`src/rtl/crtc_addr_pkg.sv`:
```
package crtc_addr_pkg;
  localparam int ADDR_W = 16;
  localparam int PACE_W = 2;
  localparam int SUB_LO_BIT = 13;
  localparam int SUB_HI_BIT = 14;

  typedef logic [ADDR_W-1:0] addr_t;
  typedef enum logic [1:0] {MAP_WORD = 2'b00, MAP_BYTE = 2'b01, MAP_DWORD = 2'b10} map_e;

  function automatic map_e decode_map(input logic dword_sel, input logic byte_sel);
    if (dword_sel) return MAP_DWORD;
    else if (byte_sel) return MAP_BYTE;
    else return MAP_WORD;
  endfunction

  // Terminal phase of the pacing divider: rate minus one.
  function automatic logic [PACE_W-1:0] pace_limit(input logic by4, input logic by2);
    case ({by4, by2})
      2'b00: return 2'd0;
      2'b01: return 2'd1;
      2'b10: return 2'd3;
      default: return 2'd1;
    endcase
  endfunction
endpackage

```
`src/rtl/crtc_pace.sv`:
```
module crtc_pace
  import crtc_addr_pkg::*;
(
  input  logic clk,
  input  logic rst_n,
  input  logic restart,
  input  logic adv,
  input  logic by4,
  input  logic by2,
  output logic step
);
  logic [PACE_W-1:0] ph_q;
  logic [PACE_W-1:0] lim;

  assign lim  = pace_limit(by4, by2);
  assign step = adv && !restart && (ph_q >= lim);

  always_ff @(posedge clk) begin
    if (!rst_n) ph_q <= '0;
    else if (restart) ph_q <= '0;
    else if (adv) ph_q <= (ph_q >= lim) ? '0 : ph_q + 1'b1;
  end

  // with a rate above one, two steps never come back to back
  a_r7_no_double_step: assert property (@(posedge clk) disable iff (!rst_n)
    (step && lim != '0) |=> (!step || lim == '0));
endmodule

```
`src/rtl/crtc_lin_cnt.sv`:
```
module crtc_lin_cnt
  import crtc_addr_pkg::*;
(
  input  logic  clk,
  input  logic  rst_n,
  input  logic  frame_load,
  input  addr_t start_addr,
  input  logic  row_load,
  input  addr_t row_offset,
  input  logic  step,
  output addr_t cnt
);
  addr_t base_q, cnt_q, next_base;

  assign next_base = base_q + row_offset;
  assign cnt = cnt_q;

  always_ff @(posedge clk) begin
    if (!rst_n) begin
      base_q <= '0;
      cnt_q  <= '0;
    end else if (frame_load) begin
      base_q <= start_addr;
      cnt_q  <= start_addr;
    end else if (row_load) begin
      base_q <= next_base;
      cnt_q  <= next_base;
    end else if (step) begin
      cnt_q <= cnt_q + 1'b1;
    end
  end

  a_r8_frame_load: assert property (@(posedge clk) disable iff (!rst_n)
    frame_load |=> cnt == $past(start_addr));
  a_r7_hold_idle: assert property (@(posedge clk) disable iff (!rst_n)
    (!frame_load && !row_load && !step) |=> $stable(cnt));
endmodule

```
`src/rtl/crtc_addr_map.sv`:
```
module crtc_addr_map
  import crtc_addr_pkg::*;
(
  input  addr_t      cnt,
  input  map_e       mode,
  input  logic       wrap_ext,
  input  logic       disp_en,
  input  logic       sub13_off,
  input  logic       sub14_off,
  input  logic [1:0] row_scan,
  output addr_t      addr
);
  addr_t mapped;

  always_comb begin
    case (mode)
      MAP_BYTE:  mapped = cnt;
      MAP_WORD:  mapped = {cnt[ADDR_W-2:0], (wrap_ext ? cnt[ADDR_W-1] : cnt[SUB_LO_BIT])};
      default:   mapped = {cnt[ADDR_W-3:0], cnt[SUB_LO_BIT:SUB_LO_BIT-1]};
    endcase
  end

  always_comb begin
    addr = mapped;
    if (disp_en && !sub13_off) addr[SUB_LO_BIT] = row_scan[0];
    if (disp_en && !sub14_off) addr[SUB_HI_BIT] = row_scan[1];
  end
endmodule

```
`src/rtl/crtc_sync_gate.sv`:
```
module crtc_sync_gate (
  input  logic clk,
  input  logic rst_n,
  input  logic hretrace,
  input  logic vsel_half,
  input  logic sync_run,
  input  logic hsync_in,
  input  logic vsync_in,
  output logic vcnt_en,
  output logic hsync_o,
  output logic vsync_o
);
  logic phase_q, ven_q, hs_q, vs_q;

  always_ff @(posedge clk) begin
    if (!rst_n) begin
      phase_q <= 1'b0;
      ven_q   <= 1'b0;
      hs_q    <= 1'b0;
      vs_q    <= 1'b0;
    end else begin
      if (hretrace) phase_q <= !phase_q;
      ven_q <= hretrace && (!vsel_half || phase_q);
      hs_q  <= hsync_in && sync_run;
      vs_q  <= vsync_in && sync_run;
    end
  end

  assign vcnt_en = ven_q;
  assign hsync_o = hs_q;
  assign vsync_o = vs_q;

  a_r9_needs_retrace: assert property (@(posedge clk) disable iff (!rst_n)
    !hretrace |=> !vcnt_en);
  a_r9_full_rate: assert property (@(posedge clk) disable iff (!rst_n)
    (hretrace && !vsel_half) |=> vcnt_en);
  a_r10_sync_held: assert property (@(posedge clk) disable iff (!rst_n)
    !sync_run |=> (!hsync_o && !vsync_o));
endmodule

```
`src/rtl/crtc_addr_gen.sv`:
```
module crtc_addr_gen
  import crtc_addr_pkg::*;
(
  input  logic              clk,
  input  logic              rst_n,
  input  logic              cclk_en,
  input  logic              disp_en,
  input  logic              frame_load,
  input  logic [ADDR_W-1:0] start_addr,
  input  logic              row_load,
  input  logic [ADDR_W-1:0] row_offset,
  input  logic [1:0]        row_scan,
  input  logic              sub13_off,
  input  logic              sub14_off,
  input  logic              cnt_by2,
  input  logic              cnt_by4,
  input  logic              byte_sel,
  input  logic              dword_sel,
  input  logic              wrap_ext,
  input  logic              vsel_half,
  input  logic              hretrace,
  input  logic              sync_run,
  input  logic              hsync_in,
  input  logic              vsync_in,
  output logic [ADDR_W-1:0] addr_o,
  output logic              vcnt_en,
  output logic              hsync_o,
  output logic              vsync_o
);
  logic  step;
  addr_t cnt, addr_d, addr_q;
  map_e  mode;

  assign mode = decode_map(dword_sel, byte_sel);

  crtc_pace u_pace (
    .clk(clk), .rst_n(rst_n), .restart(frame_load || row_load),
    .adv(cclk_en && disp_en), .by4(cnt_by4), .by2(cnt_by2), .step(step)
  );

  crtc_lin_cnt u_cnt (
    .clk(clk), .rst_n(rst_n), .frame_load(frame_load), .start_addr(start_addr),
    .row_load(row_load), .row_offset(row_offset), .step(step), .cnt(cnt)
  );

  crtc_addr_map u_map (
    .cnt(cnt), .mode(mode), .wrap_ext(wrap_ext), .disp_en(disp_en),
    .sub13_off(sub13_off), .sub14_off(sub14_off), .row_scan(row_scan), .addr(addr_d)
  );

  crtc_sync_gate u_sync (
    .clk(clk), .rst_n(rst_n), .hretrace(hretrace), .vsel_half(vsel_half),
    .sync_run(sync_run), .hsync_in(hsync_in), .vsync_in(vsync_in),
    .vcnt_en(vcnt_en), .hsync_o(hsync_o), .vsync_o(vsync_o)
  );

  always_ff @(posedge clk) begin
    if (!rst_n) addr_q <= '0;
    else addr_q <= addr_d;
  end

  assign addr_o = addr_q;

  a_r4_row_bit13: assert property (@(posedge clk) disable iff (!rst_n)
    (disp_en && !sub13_off) |=> addr_o[SUB_LO_BIT] == $past(row_scan[0]));
  a_r5_row_bit14: assert property (@(posedge clk) disable iff (!rst_n)
    (disp_en && !sub14_off) |=> addr_o[SUB_HI_BIT] == $past(row_scan[1]));
  a_r6_blank_byte: assert property (@(posedge clk) disable iff (!rst_n)
    (!disp_en && byte_sel && !dword_sel) |=> addr_o == $past(cnt));
  a_r1_byte_pass: assert property (@(posedge clk) disable iff (!rst_n)
    (byte_sel && !dword_sel && sub13_off && sub14_off) |=> addr_o == $past(cnt));
endmodule

```
`config.mk`:
```
export PLATFORM = sky130hd
export DESIGN_NAME = crtc_addr_gen
export DESIGN_NICKNAME = d
export VERILOG_FILES = /design/src/rtl/crtc_addr_pkg.sv /design/src/rtl/crtc_pace.sv /design/src/rtl/crtc_lin_cnt.sv /design/src/rtl/crtc_addr_map.sv /design/src/rtl/crtc_sync_gate.sv /design/src/rtl/crtc_addr_gen.sv
export SDC_FILE = /design/constraint.sdc
export NUM_CORES = 1
export LEC_CHECK = 0
export BUFFER_PORTS_ARGS = -buffer_cell sky130_fd_sc_hd__buf_2
export CAP_MARGIN = 10
export CORE_MARGIN = 4
export CORE_UTILIZATION = 56
export CTS_CLUSTER_SIZE = 20
export DETAILED_ROUTE_END_ITERATION = 8
export PLACE_DENSITY = 0.78
export SLEW_MARGIN = 20
export SYNTH_ARGS = -nofsm -noshare
export SYNTH_HDL_FRONTEND = slang
export SYNTH_SLANG_ARGS = --single-unit
```
`constraint.sdc`:
```
create_clock -name clk -period 3.2 [get_ports clk]
set_input_delay 0.64 -clock clk [delete_from_list [all_inputs] [get_ports clk]]
set_output_delay 0.64 -clock clk [all_outputs]
set_load 0.02 [all_outputs]
```
==> metrics.yaml, run 1 <==
gp_congestion: 0.869
skew_ps: 8.55
yosysTopAreaCell: "dfxtp_1"
vias_per_cell: 6.00
nets: 570
cp_max_fo: 3
yosysUniqueCellTypes: 65
grt_max_degree: 37
fp.dieW_microns: 87.6
syn_area_sq_um: 3550
hold_viol_final: 0
crit_chain: "buf_2 > ha_1 > fa_1 > a211oi_1 > o21ai_0 > a211oi_2 > a22oi_1 > mux2i_1 > o311ai_1"
port_buffers: 70
ctsHoldBuffers: 0
antenna_found_initial: 0
layout_commonest_cell: "buf_2"
ctsResizeCount: 0
root_buffer: "clkbuf_8"
clkPwrFrac_pct: 25.2
hpwlAfterDp_microns: 6860
crit_family: "compound AO/OA/AOI/OAI gates"
finalCriticalPeriod_ps: 2550
setup.worst_path.start: "row_offset[0]"
post-route-util_pct: 66.2
avgSynthCellArea_sq_um: 8.07
finalMaxSlewViolations: 0
worstSkewPairLatency_ps: 320
synth_fp_nets: 511
synth_top_area_share_pct: 30.4
critPathCapture: "u_cnt.cnt[14]"
drt_iter0_drc: 341
clkTransAtPathRegs_ps: 100
min-delay-start: "u_sync.phase_q"
worstHoldPathType: "register to register"
cap_violations: 0
synthTopCellsByArea: "dfxtp_1 (30%), a21oi_1 (7.2%), ha_1 (6.3%)"
r2r_setup_slack_ps: 760
grt_pass1_vias: 3239
dieHeight_microns: 87.6
cts_tree: "built"
comb_power_share_pct: 27.6
rr_worst_depth: 8
slew_headroom_pct: 51.0
die_area_sq_um: 7680
start_util_pct: 58.9
slowest_delay_ps: 420
grt_pass1_wl_microns: 14900
yosysSeqAreaShare_pct: 30.4
finalCritPeriodShare_pct: 79.8
ys_seq_elements: 54
fmax_mhz: 392
antenna_cells: 0
ys_async_sr_fraction_pct: 0
ys_warn_count: 0
swShare_pct: 33.4
drive_gt1_share_pct: 21.2
rr_endpoint: "u_cnt.cnt[14]"
switchingPower_mw: 0.546
syn_inst: 440
wl_per_cell_microns: 15.9
pwr-share-seq_pct: 47.2
setup_viol: 0
grt_use_total_pct: 24.1
num_vias: 3450
nFillCells: 546
start_kind: "input pin"
num_rows: 28
cts_num_sinks: 54
cp.buffers_inverters: 1
crit_arrival_ps: 2750
path_class: "input pin to register"
drc: 0
firstDrtPassIters: 5
p_int_mw: 1.09
cts_buffers: 5
rsz0062_at_grt: "false"
synth_edf_count: 0
cp_slowest_cell: "fa_1"
grt_remaining_overflow: 0
vdd_drop_max_v: 0.000266
cts.htree.levels: 2
critPathCaptureType: "register"
cts_setup_buffers: 0
ant_nets: 0
cts.path.max_buffers: 2
area_delta_synth_final_pct: 12.3
tns_ps: 0
p_leak_nw: 1.78
power_density_nw_per_um2: 410
max_slew.worst_pin.slew_ps: 734
finalWirelength_microns: 9170
rr_startpoint: "u_cnt.base_q[0]"
layout_common_cells: "buf_2 (70), dfxtp_1 (54), a21oi_1 (51)"
ys.flop_type: "dfxtp_1"
critPathRequiredTime_ps: 3400
coreArea_sq_um: 6030
ios: 71
status: "finished, final reports clean"
cp.depth: 9
-- flip-flops by register name, summed over array words and instances (netlist names) --
name and count:
u_cnt.cnt 16, addr_o 16, u_cnt.base_q 16, u_sync.vsync_o 1, u_sync.vcnt_en 1, u_sync.phase_q 1, u_sync.hsync_o 1, u_pace.ph_q 2
-- per-stage QoR --
step / setup WS [ps] / hold slack, ps / power (mW) / area [sq um] / std cells
final: 647 / 462 / 1.64 / 3990 / 575
after global routing: 485 / 488 / 1.73 / 3990 / 575
after global placement: 354 / 445 / 1.22 / 3890 / 567
after CTS: 663 / 465 / 1.64 / 3990 / 575
after detailed placement: 316 / 452 / 1.23 / 3890 / 567
after floorplan: 668 / 433 / 1.11 / 3550 / 440
-- kinds of logic after synthesis --
| kind of cell | synth area share, % |
|---|---|
| and+or+nand+nor | 21.2 |
| AOI/OAI and AO/OA | 26.7 |
| DFF | 30.4 |
| buffers and inverters | 5.35 |
| muxes | 5.95 |
| adders and majority gates | 6.90 |
| xor gates and xnor gates | 3.45 |
-- synthesized netlist by cell type, types with 7 or more instances --
| cell | instances |
|---|---|
| nor3_1 | 7 |
| nand3_1 | 8 |
| nor2_1 | 42 |
| mux2i_1 | 20 |
| dfxtp_1 | 54 |
| clkbuf_1 | 12 |
| and3_1 | 11 |
| nand2_1 | 45 |
| ha_1 | 18 |
| xnor2_1 | 11 |
| a22oi_1 | 8 |
| inv_1 | 12 |
| o21ai_0 | 33 |
| a21oi_1 | 51 |
-- power groups by stage --
stage                     Clock [mW]  Sequential, mW  Combinational (mW)
after floorplan                    0           0.785               0.326
final                          0.413           0.773               0.451
after CTS                      0.420           0.772               0.448
after global routing           0.444           0.780               0.501
after detailed placement           0           0.787               0.445
after global placement             0           0.786               0.435
-- worst min-delay path: cells and delay by family (launching register included) --
kind,cells,cell delay (ps)
DFF,1,330
buffers and inverters,1,50
AOI/OAI and AO/OA,1,50
-- final cells by class --
cell class	instances	area, sq um	share of cell area, %
timing repair buffer	75	388	9.73
inverter	13	48.8	1.22
multi-input combinational	350	2280	57.2
clock inverter	2	12.5	0.314
tap	75	93.8	2.35
clock buffer	6	82.6	2.07
sequential	54	1080	27.1
-- per-layer routing --
| metal | vias to the layer above | GRT usage (%) | share of wire, % |
|---|---|---|---|
| met5 | - | 0 | 0 |
| met1 | 1594 | 31.3 | 44 |
| met4 | 0 | 7.81 | 1.8 |
| met3 | 16 | 3.48 | 6.7 |
| li1 | 1719 | - | - |
| met2 | 121 | 41.0 | 48 |
-- worst min path at each step --
stage,to,slack [ps],depth (start not counted)
floorplan,u_sync.vcnt_en,430,2
global placement,u_cnt.base_q[11],440,2
detailed placement,u_cnt.base_q[11],450,2
CTS,u_cnt.base_q[11],460,2
global route,u_cnt.base_q[11],490,2
finish,u_sync.vcnt_en,460,2
(Power assumes the default switching activity.)
==> inputs of run 2 (changes only) <==
- ABC_AREA: default -> 1
- clock period: 3.2 -> 2.35 ns (I/O delays scaled with it)
==> metrics.yaml, run 2 <==
synth_top_area_share_pct: 29.7
power_mw: 2.11
finalCritPeriodShare_pct: 85.8
ys_seq_elements: 54
max_slew.worst_pin.slew_ps: 458
area_delta_synth_final_pct: 12.9
finalCriticalPeriod_ps: 2020
grt_pass1_vias: 3589
tns_ps: 0
skew_ps: 5.88
finalMaxSlewViolations: 0
port_buffers: 70
dpl.cell_count: 722
die_area_sq_um: 7860
antenna_cells: 0
dieHeight_microns: 88.7
hold_viol_final: 0
finalWirelength_microns: 9590
cts_setup_buffers: 0
wl_per_cell_microns: 13.1
cts.path.max_buffers: 2
worstSkewPairLatency_ps: 300
synth_edf_count: 0
vias_per_cell: 5.44
clkTransAtPathRegs_ps: 90
firstDrtPassIters: 5
crit_chain: "buf_2 > or2_2 > ha_1 > nand2_1 > nand3_1 > nand2_2 > inv_1 > nor2_2 > inv_2 > o21ai_0 > inv_1 > nand2_1 > inv_1"
ant_nets: 0
worstHoldPathType: "input pin to register"
cpMostUsedCell: "inv_1"
power_density_nw_per_um2: 512
nets: 723
cts_tree: "built"
design_area_sq_um: 4110
num_vias: 3965
p_leak_nw: 2.22
cts_num_sinks: 54
fmax_mhz: 496
grt_use_total_pct: 25.0
ctsHoldBuffers: 0
start_util_pct: 57.4
ys.flop_type: "dfxtp_1"
placed_area_sq_um: 4040
rsz0062_at_grt: "false"
critPathRequiredTime_ps: 2560
cts.htree.levels: 2
synthTopCellsByCount: "nand2_1 (168), inv_1 (99), dfxtp_1 (54)"
root_buffer: "clkbuf_8"
slew_headroom_pct: 69.5
path_class: "input pin to register"
drc: 0
fp.dieW_microns: 88.7
coreArea_sq_um: 6350
yosys.cell_count.top_type: "nand2_1"
grt_max_degree: 36
slowest_delay_ps: 280
cts_buffers: 5
num_rows: 29
start_kind: "input pin"
crit_family: "simple AND/OR/NAND/NOR gates"
ys_async_sr_fraction_pct: 0
layout_commonest_cell: "nand2_1"
synth_fp_nets: 659
drt_iter0_drc: 304
yosysTopAreaCell: "dfxtp_1"
avgSynthCellArea_sq_um: 6.20
vdd_drop_max_v: 0.000370
ys_warn_count: 0
cp_slowest_cell: "or2_2"
syn_area_sq_um: 3640
ios: 71
syn_inst: 588
synthTopCellsByArea: "dfxtp_1 (30%), nand2_1 (17%), inv_1 (10%)"
ctsResizeCount: 0
fin_cells: 729
critPathCaptureType: "register"
yosysUniqueCellTypes: 39
status: "finished, final reports clean"
grt_remaining_overflow: 0
cp.buffers_inverters: 5
setup_viol: 0
antenna_found_initial: 0
cap_violations: 0
crit_arrival_ps: 2230
drive_gt1_share_pct: 15.5
yosysSeqAreaShare_pct: 29.7
gp_congestion: 0.948
hpwlAfterDp_microns: 7460
fin_hold_ws_ps: 330
layout_common_cells: "nand2_1 (168), inv_1 (99), buf_2 (70)"
cp_max_fo: 21
grt_pass1_wl_microns: 15700
[run 2: cell types whose count changed in the layout (fill, tap and decap cells not counted), moves of 17 or more]
| cell | delta |
|---|---|
| o21ai_0 | +20 |
| mux2i_1 | -20 |
| a21oi_1 | -17 |
| nand3_1 | +26 |
| nand2_1 | +123 |
| inv_1 | +87 |
[run 2: where the power goes]
group	internal [mW]	total (mW)	switching, mW	leakage, nW
sequential	0.982	1.04	0.0628	0.445
clock	0.206	0.494	0.288	0.0383
combinational	0.211	0.567	0.356	1.73
[run 2: per-stage QoR]
stage	setup slack, ps	utilization [%]
finish	334	64.8
global placement	143	63.6
floorplan	327	-
global route	162	64.8
CTS	337	64.8
detailed placement	42.6	63.6
[run 2: final cells by class]
cell class                 count  area (sq um)
sequential                    54          1080
clock buffer                   7          76.3
fill                         610          2240
multi-input combinational    414          2090
tap                           77          96.3
timing repair buffer          74           380
inverter                     103           387
[run 2: layer usage]
layer  vias to the layer above  wire, microns  track usage, %
li1                       1992              -               -
met1                      1794           4020            31.8
met2                       159           4650            43.3
met3                        20            713            3.17
met4                         0            202            8.79
met5                         -              0               0
[run 2: path summary, 6_finish.rpt]
path                                       from             end  slack, ps  depth (start not counted)
worst min-delay path                  vsel_half  u_sync.vcnt_en        330                          2
worst max-delay path                    cnt_by4   u_cnt.cnt[11]        330                         13
worst min register to register   u_sync.phase_q  u_sync.vcnt_en        460                          2
worst max register to register  u_cnt.base_q[0]   u_cnt.cnt[14]        400                         12
[run 2: cells by family (layout without fill, tap and decap cells)]
family	count (synthesis)	after routing	share of synthesized area (%)
AND/OR/NAND/NOR	275	275	32.3
buffers and inverters	120	184	12.9
AO/OA/AOI/OAI	117	117	17.7
flip-flops	54	54	29.7
adder cells (fa/ha/maj)	19	19	6.73
XOR/XNOR	3	3	0.721
